File: config.mk
export PLATFORM = sky130hd
export DESIGN_NAME = spi_frame_timer
export DESIGN_NICKNAME = d
export VERILOG_FILES = /design/src/rtl/spi_ft_pkg.sv /design/src/rtl/spi_ft_count.sv /design/src/rtl/spi_ft_shift.sv /design/src/rtl/spi_ft_ctrl.sv /design/src/rtl/spi_frame_timer.sv
export SDC_FILE = /design/constraint.sdc
export NUM_CORES = 1
export LEC_CHECK = 0
export BUFFER_PORTS_ARGS = -buffer_cell sky130_fd_sc_hd__buf_2
export CAP_MARGIN = 20
export CELL_PAD_IN_SITES_DETAIL_PLACEMENT = 1
export CELL_PAD_IN_SITES_GLOBAL_PLACEMENT = 1
export CORE_UTILIZATION = 42
export DETAILED_ROUTE_END_ITERATION = 10
export GPL_TIMING_DRIVEN = 0
export PLACE_DENSITY_LB_ADDON = 0.1
export SLEW_MARGIN = 20
export SYNTH_ARGS = -nofsm -noshare
export SYNTH_HDL_FRONTEND = slang
export SYNTH_SLANG_ARGS = --single-unit
File: constraint.sdc
create_clock -name clk -period 4.95 [get_ports clk]
set_input_delay 0.495 -clock clk [delete_from_list [all_inputs] [get_ports clk]]
set_output_delay 0.495 -clock clk [all_outputs]
set_load 0.02 [all_outputs]
File: src/rtl/spi_ft_pkg.sv
package spi_ft_pkg;

  localparam int DATA_W      = 16;
  localparam int SIZE_W      = 4;
  localparam int PRE_W       = 2;
  localparam int SCL_W       = 4;
  localparam int CNT_W       = 19;
  localparam int HCNT_W      = SIZE_W + 1;
  localparam int MIN_SIZE_M1 = 3;

  typedef struct packed {
    logic [SIZE_W-1:0] size_m1;
    logic              cpol;
    logic              cpha;
    logic              lsb_first;
    logic [PRE_W-1:0]  baud_pre;
    logic [SCL_W-1:0]  baud_scl;
    logic [PRE_W-1:0]  lead_pre;
    logic [SCL_W-1:0]  lead_scl;
    logic [PRE_W-1:0]  trail_pre;
    logic [SCL_W-1:0]  trail_scl;
  } cfg_t;

  localparam int CFG_W = $bits(cfg_t);

  typedef enum logic [1:0] {ST_IDLE, ST_LEAD, ST_XFER, ST_TRAIL} ft_state_e;

  // Half of one serial bit period, in system cycles.
  function automatic logic [CNT_W-1:0] half_cycles(input logic [PRE_W-1:0] pre,
                                                   input logic [SCL_W-1:0] scl);
    logic [CNT_W-1:0] base;
    if (scl < SCL_W'(4)) base = CNT_W'(scl) + CNT_W'(1);
    else                 base = CNT_W'(1) << (scl - SCL_W'(1));
    case (pre)
      2'd0:    return base << 1;
      2'd1:    return (base << 1) + base;
      2'd2:    return (base << 2) + base;
      default: return (base << 3) - base;
    endcase
  endfunction

  // Lead or trail delay, in system cycles.
  function automatic logic [CNT_W-1:0] delay_cycles(input logic [PRE_W-1:0] pre,
                                                    input logic [SCL_W-1:0] scl);
    logic [CNT_W-1:0] base;
    base = CNT_W'(1) << ({1'b0, scl} + 5'd1);
    case (pre)
      2'd0:    return base;
      2'd1:    return (base << 1) + base;
      2'd2:    return (base << 2) + base;
      default: return (base << 3) - base;
    endcase
  endfunction

endpackage

File: src/rtl/spi_ft_count.sv
module spi_ft_count #(
  parameter int W = 19
) (
  input  logic         clk,
  input  logic         rst_n,
  input  logic         load_i,
  input  logic [W-1:0] val_i,
  output logic         zero_o
);

  logic [W-1:0] cnt_q, cnt_d;

  assign zero_o = (cnt_q == '0);

  always_comb begin
    cnt_d = cnt_q;
    if (load_i)       cnt_d = val_i;
    else if (!zero_o) cnt_d = cnt_q - W'(1);
  end

  always_ff @(posedge clk or negedge rst_n) begin
    if (!rst_n) cnt_q <= '0;
    else        cnt_q <= cnt_d;
  end

  // an expired counter rests at zero until reloaded
  a_r3_rest_at_zero: assert property (@(posedge clk) disable iff (!rst_n)
    (zero_o && !load_i) |=> zero_o);

endmodule

File: src/rtl/spi_ft_shift.sv
module spi_ft_shift #(
  parameter int DATA_W = 16,
  parameter int SIZE_W = 4
) (
  input  logic              clk,
  input  logic              rst_n,
  input  logic              load_i,
  input  logic              lsb_i,
  input  logic [SIZE_W-1:0] size_m1_i,
  input  logic [DATA_W-1:0] tx_i,
  input  logic              sample_i,
  input  logic              shift_i,
  input  logic              miso_i,
  output logic              mosi_o,
  output logic [DATA_W-1:0] rx_o
);

  logic [DATA_W-1:0] tx_q, tx_d, rx_q, rx_d;
  logic              lsb_q, lsb_d;
  logic [SIZE_W-1:0] pad_q, pad_d, load_pad;

  assign load_pad = SIZE_W'(DATA_W - 1) - size_m1_i;

  always_comb begin
    tx_d  = tx_q;
    rx_d  = rx_q;
    lsb_d = lsb_q;
    pad_d = pad_q;
    if (load_i) begin
      tx_d  = lsb_i ? tx_i : (tx_i << load_pad);
      rx_d  = '0;
      lsb_d = lsb_i;
      pad_d = load_pad;
    end else begin
      if (shift_i)
        tx_d = lsb_q ? (tx_q >> 1) : (tx_q << 1);
      if (sample_i)
        rx_d = lsb_q ? {miso_i, rx_q[DATA_W-1:1]} : {rx_q[DATA_W-2:0], miso_i};
    end
  end

  always_ff @(posedge clk or negedge rst_n) begin
    if (!rst_n) begin
      tx_q  <= '0;
      rx_q  <= '0;
      lsb_q <= 1'b0;
      pad_q <= '0;
    end else begin
      tx_q  <= tx_d;
      rx_q  <= rx_d;
      lsb_q <= lsb_d;
      pad_q <= pad_d;
    end
  end

  assign mosi_o = lsb_q ? tx_q[0] : tx_q[DATA_W-1];
  assign rx_o   = lsb_q ? (rx_q >> pad_q) : rx_q;

  // a sampling edge and a data-change edge never share a cycle
  a_r5_sample_shift_apart: assert property (@(posedge clk) disable iff (!rst_n)
    !(sample_i && shift_i));

endmodule

File: src/rtl/spi_ft_ctrl.sv
module spi_ft_ctrl
  import spi_ft_pkg::*;
(
  input  logic             clk,
  input  logic             rst_n,
  input  logic             start_i,
  input  logic             cont_i,
  input  cfg_t             cfg_i,
  input  logic             cnt_zero_i,
  output logic             cnt_load_o,
  output logic [CNT_W-1:0] cnt_val_o,
  output logic             load_o,
  output logic             sample_o,
  output logic             shift_o,
  output logic             sclk_o,
  output logic             cs_n_o,
  output logic             done_o
);

  ft_state_e          state_q, state_d;
  cfg_t               cfg_q, cfg_d;
  logic               hold_q, hold_d;
  logic [HCNT_W-1:0]  hcnt_q, hcnt_d, last_half;
  logic               cs_n_q, cs_n_d;
  logic               done_q, done_d;
  logic               sclk_q, sclk_d;
  logic               legal;

  assign last_half = {cfg_q.size_m1, 1'b1};
  assign legal     = (cfg_i.size_m1 >= SIZE_W'(MIN_SIZE_M1));

  always_comb begin
    state_d    = state_q;
    cfg_d      = cfg_q;
    hold_d     = hold_q;
    hcnt_d     = hcnt_q;
    cs_n_d     = cs_n_q;
    done_d     = 1'b0;
    cnt_load_o = 1'b0;
    cnt_val_o  = '0;
    load_o     = 1'b0;
    sample_o   = 1'b0;
    shift_o    = 1'b0;
    case (state_q)
      ST_IDLE: begin
        if (start_i && legal) begin
          load_o     = 1'b1;
          cfg_d      = cfg_i;
          hold_d     = cont_i;
          cs_n_d     = 1'b0;
          state_d    = ST_LEAD;
          cnt_load_o = 1'b1;
          cnt_val_o  = delay_cycles(cfg_i.lead_pre, cfg_i.lead_scl) - CNT_W'(1);
        end
      end
      ST_LEAD: begin
        if (cnt_zero_i) begin
          state_d    = ST_XFER;
          hcnt_d     = '0;
          cnt_load_o = 1'b1;
          cnt_val_o  = half_cycles(cfg_q.baud_pre, cfg_q.baud_scl) - CNT_W'(1);
        end
      end
      ST_XFER: begin
        if (cnt_zero_i) begin
          cnt_load_o = 1'b1;
          if (hcnt_q == last_half) begin
            state_d   = ST_TRAIL;
            cnt_val_o = delay_cycles(cfg_q.trail_pre, cfg_q.trail_scl) - CNT_W'(1);
          end else begin
            hcnt_d    = hcnt_q + HCNT_W'(1);
            cnt_val_o = half_cycles(cfg_q.baud_pre, cfg_q.baud_scl) - CNT_W'(1);
            sample_o  = hcnt_d[0];
            shift_o   = !hcnt_d[0];
          end
        end
      end
      default: begin
        if (cnt_zero_i) begin
          state_d = ST_IDLE;
          done_d  = 1'b1;
          cs_n_d  = !hold_q;
        end
      end
    endcase
    sclk_d = (state_d == ST_XFER) ? (cfg_d.cpol ^ cfg_d.cpha ^ hcnt_d[0]) : cfg_d.cpol;
  end

  always_ff @(posedge clk or negedge rst_n) begin
    if (!rst_n) begin
      state_q <= ST_IDLE;
      cfg_q   <= '0;
      hold_q  <= 1'b0;
      hcnt_q  <= '0;
      cs_n_q  <= 1'b1;
      done_q  <= 1'b0;
      sclk_q  <= 1'b0;
    end else begin
      state_q <= state_d;
      cfg_q   <= cfg_d;
      hold_q  <= hold_d;
      hcnt_q  <= hcnt_d;
      cs_n_q  <= cs_n_d;
      done_q  <= done_d;
      sclk_q  <= sclk_d;
    end
  end

  assign sclk_o = sclk_q;
  assign cs_n_o = cs_n_q;
  assign done_o = done_q;

  // done lasts exactly one cycle
  a_r7_done_single: assert property (@(posedge clk) disable iff (!rst_n)
    done_q |=> !done_q);

  // a start with a too-short size leaves the block idle
  a_r10_short_size_ignored: assert property (@(posedge clk) disable iff (!rst_n)
    (state_q == ST_IDLE && start_i && !legal) |=> (state_q == ST_IDLE));

  // the clock rests at the polarity level outside the bit phase
  a_r5_idle_level: assert property (@(posedge clk) disable iff (!rst_n)
    (state_q != ST_XFER) |-> (sclk_q == cfg_q.cpol));

  // the select is held for the whole frame
  a_r2_select_held: assert property (@(posedge clk) disable iff (!rst_n)
    (state_q != ST_IDLE) |-> !cs_n_q);

  // the half-bit index never passes the last half of the frame
  a_r4_half_bound: assert property (@(posedge clk) disable iff (!rst_n)
    (state_q == ST_XFER) |-> (hcnt_q <= last_half));

  // the latched configuration does not change while busy
  a_r11_cfg_frozen: assert property (@(posedge clk) disable iff (!rst_n)
    (state_q != ST_IDLE) |=> (state_q == ST_IDLE || $stable(cfg_q)));

endmodule

File: src/rtl/spi_frame_timer.sv
module spi_frame_timer
  import spi_ft_pkg::*;
#(
  parameter int NUM_CFG = 4,
  localparam int SEL_W  = (NUM_CFG > 1) ? $clog2(NUM_CFG) : 1
) (
  input  logic                     clk,
  input  logic                     rst_n,
  input  logic [NUM_CFG*CFG_W-1:0] cfg_bank,
  input  logic [SEL_W-1:0]         cfg_sel,
  input  logic                     start,
  input  logic                     cont,
  input  logic [DATA_W-1:0]        tx_data,
  input  logic                     miso,
  output logic                     sclk,
  output logic                     mosi,
  output logic                     cs_n,
  output logic                     done,
  output logic [DATA_W-1:0]        rx_data
);

  cfg_t             slot [NUM_CFG];
  cfg_t             cfg_pick;
  logic             cnt_load, cnt_zero, frame_load, sample, shift;
  logic [CNT_W-1:0] cnt_val;

  for (genvar g = 0; g < NUM_CFG; g++) begin : g_slot
    assign slot[g] = cfg_t'(cfg_bank[g*CFG_W +: CFG_W]);
  end

  assign cfg_pick = slot[cfg_sel];

  spi_ft_ctrl u_ctrl (
    .clk        (clk),
    .rst_n      (rst_n),
    .start_i    (start),
    .cont_i     (cont),
    .cfg_i      (cfg_pick),
    .cnt_zero_i (cnt_zero),
    .cnt_load_o (cnt_load),
    .cnt_val_o  (cnt_val),
    .load_o     (frame_load),
    .sample_o   (sample),
    .shift_o    (shift),
    .sclk_o     (sclk),
    .cs_n_o     (cs_n),
    .done_o     (done)
  );

  spi_ft_count #(.W(CNT_W)) u_count (
    .clk    (clk),
    .rst_n  (rst_n),
    .load_i (cnt_load),
    .val_i  (cnt_val),
    .zero_o (cnt_zero)
  );

  spi_ft_shift #(.DATA_W(DATA_W), .SIZE_W(SIZE_W)) u_shift (
    .clk       (clk),
    .rst_n     (rst_n),
    .load_i    (frame_load),
    .lsb_i     (cfg_pick.lsb_first),
    .size_m1_i (cfg_pick.size_m1),
    .tx_i      (tx_data),
    .sample_i  (sample),
    .shift_i   (shift),
    .miso_i    (miso),
    .mosi_o    (mosi),
    .rx_o      (rx_data)
  );

endmodule

## Word level (Yosys, flattened, before mapping)

Cells that the tools add are included.

- $add $sub $neg: 23
- Order comparisons: 3
- Equality and inequality tests: 15
- Shifts and indexed selects: 5
- Muxes and demuxes: 66
- Bitwise operators: 4
- Reduce and logical (&&, ||, !) cells: 17

Operators by type and width:

| operator | count |
|---|---|
| $mux 19 | 22 |
| $pmux 19 s3 | 5 |
| $add 19x19->19 | 8 |
| $mux 16 | 8 |
| $sub 19x1->19 const B | 5 |
| $sub 19x19->19 | 4 |
| $bmux 25 s2 | 1 |
| $mux 25 | 2 |
| $mux 21 | 2 |
| $shl 1x5->19 const A | 2 |
| $logic_not 19->1 | 1 |
| $shl 1x4->19 const A | 1 |
| $shl 16x4->16 | 1 |
| $shr 16x4->16 | 1 |
| $add 4x1->5 const B | 3 |
| $mux 5 | 3 |
| $mux 1 | 14 |
| $eq 2x2->1 const B | 5 |
| $mux 2 | 5 |
| $pmux 5 s2 | 1 |
| $eq 2x1->1 const B | 4 |
| $logic_not 2->1 | 4 |
| $ne 2x2->1 const B | 4 |
| $reduce_bool 2->1 | 4 |
| 20 further kinds | 23 |

- Register bits after elaboration: 92
- Input port bits: 123

## Longest topological paths before layout

- Word-level depth: 16
- Mapped depth: 22
- Depth with buffers taken out: 20

## Hierarchy

Synthesis repeated with hierarchy kept, for this count alone.

- Cells, all modules: 2285
- Area total of the unflattened synthesis: 17504.3 µm²

Modules (own cells, without submodules):

| module | times used | cells each | area an instance (µm²) | sequential area each (µm²) |
|---|---|---|---|---|
| spi_ft_ctrl | 1 | 1803 | 12555.8 | 726.9 |
| spi_ft_shift | 1 | 341 | 3249.4 | 925.9 |
| spi_ft_count | 1 | 110 | 1051.0 | 475.5 |
| spi_frame_timer | 1 | 31 | 648.1 | 0.0 |

## Worst setup path before layout

No wires, ideal clock.

- Path type: in2reg
- Start: in cfg_sel[1]
- End: reg u_count.cnt_q[18]
- Arrival time: 4.897 ns
- Data required time: 4.826 ns
- Setup slack: -0.071 ns
- Stages: 18
- Path buffers: 2
- Cell sequence: clkbuf_1 -> mux4_2 -> or4b_1 -> buf_2 -> clkinv_2 -> ha_1 -> nor2b_1 -> o31ai_1 -> a21boi_0 -> a311o_1 -> a31oi_1 -> a2bb2oi_1 -> nand4_1 -> nor2_1 -> nand4_1 -> xor2_1 -> a22oi_1 -> a21oi_1

- Longest elaborated chain between the ends: 14
- Elaborated cells between the ends (all ways): 24
- Classes of those cells: add/sub (5); order compare (1); eq/ne (3); shift (1); mux (11); bitwise (1); reduce/logical (2)

Ends and longest elaborated chain:

| element | line | RTL |
|---|---|---|
| start: declaration | spi_frame_timer.sv:10 | `input logic [SEL_W-1:0] cfg_sel,` |
| $not 2->3 (not written as such) * | spi_frame_timer.sv:31 | `assign cfg_pick = slot[cfg_sel];` |
| $bmux 25 s2 * | spi_frame_timer.sv:31 |  |
| $mux 25 (not written as such) * (2 in series) | spi_frame_timer.sv:31 |  |
| $add 4x1->5 | spi_ft_pkg.sv:46 | `base = CNT_W'(1) << ({1'b0, scl} + 5'd1);` |
| $shl 1x5->19 | spi_ft_pkg.sv:46 |  |
| $sub 19x19->19, or another cell as far along | spi_ft_pkg.sv:51 | `default: return (base << 3) - base;` |
| $pmux 19 s3 | spi_ft_pkg.sv:47 | `case (pre)` |
| $mux 19 | spi_ft_ctrl.sv:46 | `if (start_i && legal) begin` |
| $mux 19 | spi_ft_ctrl.sv:44 | `case (state_q)` |
| $sub 19x1->19 | spi_ft_ctrl.sv:53 | `cnt_val_o = delay_cycles(cfg_i.lead_pre, cfg_i.lead_scl) - CNT_W'(1);` |
| $mux 19 | spi_ft_ctrl.sv:46 |  |
| $pmux 19 s3 | spi_ft_ctrl.sv:44 |  |
| $mux 19 | spi_ft_count.sv:17 | `if (load_i) cnt_d = val_i;` |
| end signal: assignment | spi_ft_count.sv:23 | `else cnt_q <= cnt_d;` |
| end: declaration | spi_ft_count.sv:11 | `logic [W-1:0] cnt_q, cnt_d;` |

Mark *: on every way between the ends. The rest lies on a longest branch, timed or not. The select of a mux whose other input is x is not followed.
A chain may end at the register's enable or synchronous reset.

## Final worst setup path

- Start: reg u_ctrl.cfg_q[13] in the netlist's numbering
- End: reg u_count.cnt_q[18]

- Longest elaborated chain between the ends: 16
- Elaborated cells between the ends (all ways): 30
- Classes of those cells: add/sub (10); order compare (1); shift (1); mux (18)

Ends and longest elaborated chain:

| element | line | RTL |
|---|---|---|
| start: declaration | spi_ft_ctrl.sv:21 | `cfg_t cfg_q, cfg_d;` |
| start signal: assignment | spi_ft_ctrl.sv:100 | `cfg_q <= cfg_d;` |
| $sub 4x1->4 | spi_ft_pkg.sv:33 | `else base = CNT_W'(1) << (scl - SCL_W'(1));` |
| $shl 1x4->19 | spi_ft_pkg.sv:33 |  |
| $mux 19 * | spi_ft_pkg.sv:32 | `if (scl < SCL_W'(4)) base = CNT_W'(scl) + CNT_W'(1);` |
| $mux 19 | spi_ft_ctrl.sv:67 | `if (hcnt_q == last_half) begin` |
| $mux 19 | spi_ft_ctrl.sv:65 | `if (cnt_zero_i) begin` |
| $mux 19 | spi_ft_ctrl.sv:44 |  |
| $sub 19x19->19, or another cell as far along | spi_ft_pkg.sv:38 | `default: return (base << 3) - base;` |
| $pmux 19 s3 | spi_ft_pkg.sv:34 | `case (pre)` |
| $mux 19 | spi_ft_ctrl.sv:67 |  |
| $mux 19 | spi_ft_ctrl.sv:65 |  |
| $mux 19 | spi_ft_ctrl.sv:44 |  |
| $sub 19x1->19 | spi_ft_ctrl.sv:72 | `cnt_val_o = half_cycles(cfg_q.baud_pre, cfg_q.baud_scl) - CNT_W'(1);` |
| $mux 19 | spi_ft_ctrl.sv:67 |  |
| $mux 19 | spi_ft_ctrl.sv:65 |  |
| $pmux 19 s3 * | spi_ft_ctrl.sv:44 |  |
| $mux 19 * | spi_ft_count.sv:17 |  |

Marked as above.

==> results.tsv <==
stage	metric	value	unit
placement	placed_area	18900	sq um
run_status	status	complete, no violations	
grt	grt_pass1_wl	107	mm
clock_network	htreeDepth	3	
route	dr.pass1.iters	5	
grt	grt_pass1_vias	19800	
setup_path	worst-setup-path-type	register to register	
pwr	peakVddDrop	0.185	mV
logic_synthesis	netlist_area	17400	sq um
grt	grt_max_degree	75	
logic_synthesis	synth_top_area_share	12.1	%
clock_network	cts_tree	yes	
placement	dp_hpwl	54.3	mm
sta	slew_violations	0	
sta	worst_pin_slew	1.06	ns
setup_path	critPathTopFamily	compound AO/OA/AOI/OAI gates	
pwr	p_leak	9.08	nW
sta	rsz0062_at_grt	true	
floorplan	rows	74	
clock_network	cts_made_buffers	9	
job	cap_violations	0	
route	drt_iter0_markers	1333	
pwr	power	4.35	mW
sta	setup_viol	0	
logic_synthesis	async_flop_share	100	%
sta	skew	0.00782	ns
cells_and_area	design_area	20100	sq um
cells_and_area	mostFrequentLayoutCells	nand2_1, a21oi_1, nor2_1	
logic_synthesis	syn_avg_cell_area	7.45	sq um
logic_synthesis	yosys.area.top_type	dfrtp_1	
placement	dp_cells	3022	
placement	numPortBuffers	141	
setup_path	cp_data_arrival_time	5.11	ns
setup_path	crit_required	5.20	ns
clock_network	clkLatencyLatePin	0.37	ns
floorplan	start_util	42.6	%
logic_synthesis	ys_seq_elements	85	
cells_and_area	area_growth	15.5	%
route	wire_per_inst	22.5	um
logic_synthesis	yosys-top-cells-area	dfrtp_1, ha_1, a21oi_1	
setup_path	crit_fanout	9	
sta	period_share	98.3	%
cells_and_area	final_common_cell	nand2_1	
grt	grt-ovfl-total	0	
setup_path	start_kind	register	
grt	antenna_found_initial	1	
clock_network	cts.sink_count	85	
sta	fmax	0.205	GHz
setup_path	crit_chain	buf_4, or3_4, a32o_2, a22o_4, inv_1, ha_2, and2_1, a31oi_4, xnor2_1, mux4_2, a211oi_1, nor3b_1, and4bb_4, nand4_1, mux2i_2, a21oi_1	
route	ant_nets	0	
clock_network	clk_root_buffer_cell	clkbuf_16	
floorplan	die_y	206	um
floorplan	io_pins	143	
setup_path	cp_slowest_stage_delay	0.56	ns
grt	track_usage	31.8	%
floorplan	die_w	206	um
setup_path	path_buf_inv	2	
cells_and_area	fin_cells	3077	
logic_synthesis	synth_cells	2342	
cells_and_area	antenna_cells	0	
placement	place_congestion	0.973	
clock_network	clk_pin_slew	0.07	ns
route	drcViolationCount	0	
logic_synthesis	synth_edf_count	0	
min_path	hold_class	input port to register	
cells_and_area	fin_nets	2834	
route	vias_per_cell	6.37	
logic_synthesis	ys_types	101	
setup_path	cp-end-kind	register	
route	totalWireLength	69.2	mm
logic_synthesis	ys_seq_area_share	12.2	%
route	num_vias	19600	
sta	setup-tns-final	0	ns
clock_network	clockBufferDepth	2	
sta	min_period	4.87	ns
sta	hold_slack	0.363	ns
logic_synthesis	yosys_most_used_dff	dfrtp_1	
setup_path	critPathSlowestCell	mux4_2	
logic_synthesis	yosysWarnings	0	
sta	finalHoldViolations	0	
cells_and_area	drive_gt1_share	17.1	%
floorplan	core_area	40900	sq um
floorplan	die_area	42300	sq um
pwr	p_per_area	216	nW/um^2
sta	max_slew_margin	28.8	%
## synthesized netlist by cell type (all sizes together) (24+ instances only)
| library cell | number |
|---|---|
| o22ai | 32 |
| a21o | 45 |
| xnor2 | 74 |
| nand2 | 251 |
| nand2b | 36 |
| xor2 | 55 |
| ha | 165 |
| o21ai | 166 |
| nor3 | 49 |
| nor2 | 188 |
| mux2 | 24 |
| a211oi | 50 |
| o21a | 32 |
| a31oi | 29 |
| mux2i | 104 |
| inv | 119 |
| clkbuf | 76 |
| nand4 | 26 |
| a21oi | 208 |
| dfrtp | 84 |
| nor2b | 27 |
| o211ai | 29 |
| nand3 | 57 |
| mux4 | 32 |
## final timing paths
| check | from | end | slack (ns) | depth (start not counted) |
|---|---|---|---|---|
| min reg2reg | u_ctrl.hold_q$_DFFE_PN0P_ | u_ctrl.hold_q$_DFFE_PN0P_ | 0.51 | 2 |
| min | cont | u_ctrl.hold_q$_DFFE_PN0P_ | 0.36 | 3 |
| min in group asynchronous | rst_n | u_shift.tx_q[10]$_DFFE_PN0P_ | 0.51 | 2 |
| max | u_ctrl.cfg_q[13]$_DFFE_PN0P_ | u_count.cnt_q[18]$_DFFE_PN0P_ | 0.08 | 16 |
| max reg2reg | u_ctrl.cfg_q[13]$_DFFE_PN0P_ | u_count.cnt_q[18]$_DFFE_PN0P_ | 0.08 | 16 |
| max in group asynchronous | rst_n | u_ctrl.cfg_q[2]$_DFFE_PN0P_ | 3.79 | 3 |
## registers in the layout (all words and copies together), names as in the netlist
name            count
u_ctrl.cs_n_o       1
u_count.cnt_q      19
u_shift.tx_q       16
u_ctrl.done_o       1
u_ctrl.sclk_o       1
u_shift.rx_q       16
u_ctrl.cfg_q       19
u_ctrl.state_q      2
u_ctrl.hold_q       1
u_shift.pad_q       4
u_ctrl.hcnt_q       5
## layout make-up
cell class | instances | area (sq um)
multi-input cells | 2044 | 15000
repair buffers | 181 | 1030
clock inverters | 6 | 100
flip-flops and latches | 85 | 2130
inverters | 122 | 500
fillers | 5172 | 20800
plain buffers | 97 | 413
well taps | 532 | 666
clock buffers | 10 | 239
## worst reg2reg max path: cells and delay by family, from the launching register on
kind	cells	cell delay, ns
AOI/OAI and AO/OA	5	1.37
xor gates and xnor gates	1	0.11
adders and majority gates	1	0.33
buffers and inverters	2	0.31
DFF	1	0.44
muxes	2	0.81
and+or+nand+nor	5	1.36
## cell families after synthesis
group	synth area share, %
flops	12.2
fa+ha+maj	12.6
mux	11.7
xor+xnor	6.72
buf+inv	4.89
other cells	0.0431
simple gates	22.5
compound gates	29.4
## power by group
group	internal [mW]	leakage, nW	switching [mW]
registers	0.729	1.06	0.0351
logic	1.09	7.85	1.68
clock network	0.468	0.168	0.349
## per-stage QoR
step           util, %  worst slack (ns)
6_report          49.2            0.0834
5_1_grt           49.2           -0.0743
4_1_cts           48.0            0.0132
3_5_place_dp      46.1             -1.15
3_3_place_gp      46.0             -1.10
2_1_floorplan        -           0.00975
## routing by layer
| metal | wire length (um) | track usage, % |
|---|---|---|
| met1 | 31000 | 42.1 |
| met2 | 32800 | 54.5 |
| met3 | 3800 | 3.53 |
| met4 | 1540 | 8.15 |
| met5 | 0 | 0 |
## timing repair
action                                  4_1_cts  5_1_grt
hold buffers                                  1        0
setup buffers                                13       25
gates resized for setup                      81       86
hold endpoints to repair                     11        0
endpoints found under the setup margin       15       11
pin swaps                                     9       28
Power figures use the tool's default switching activity.
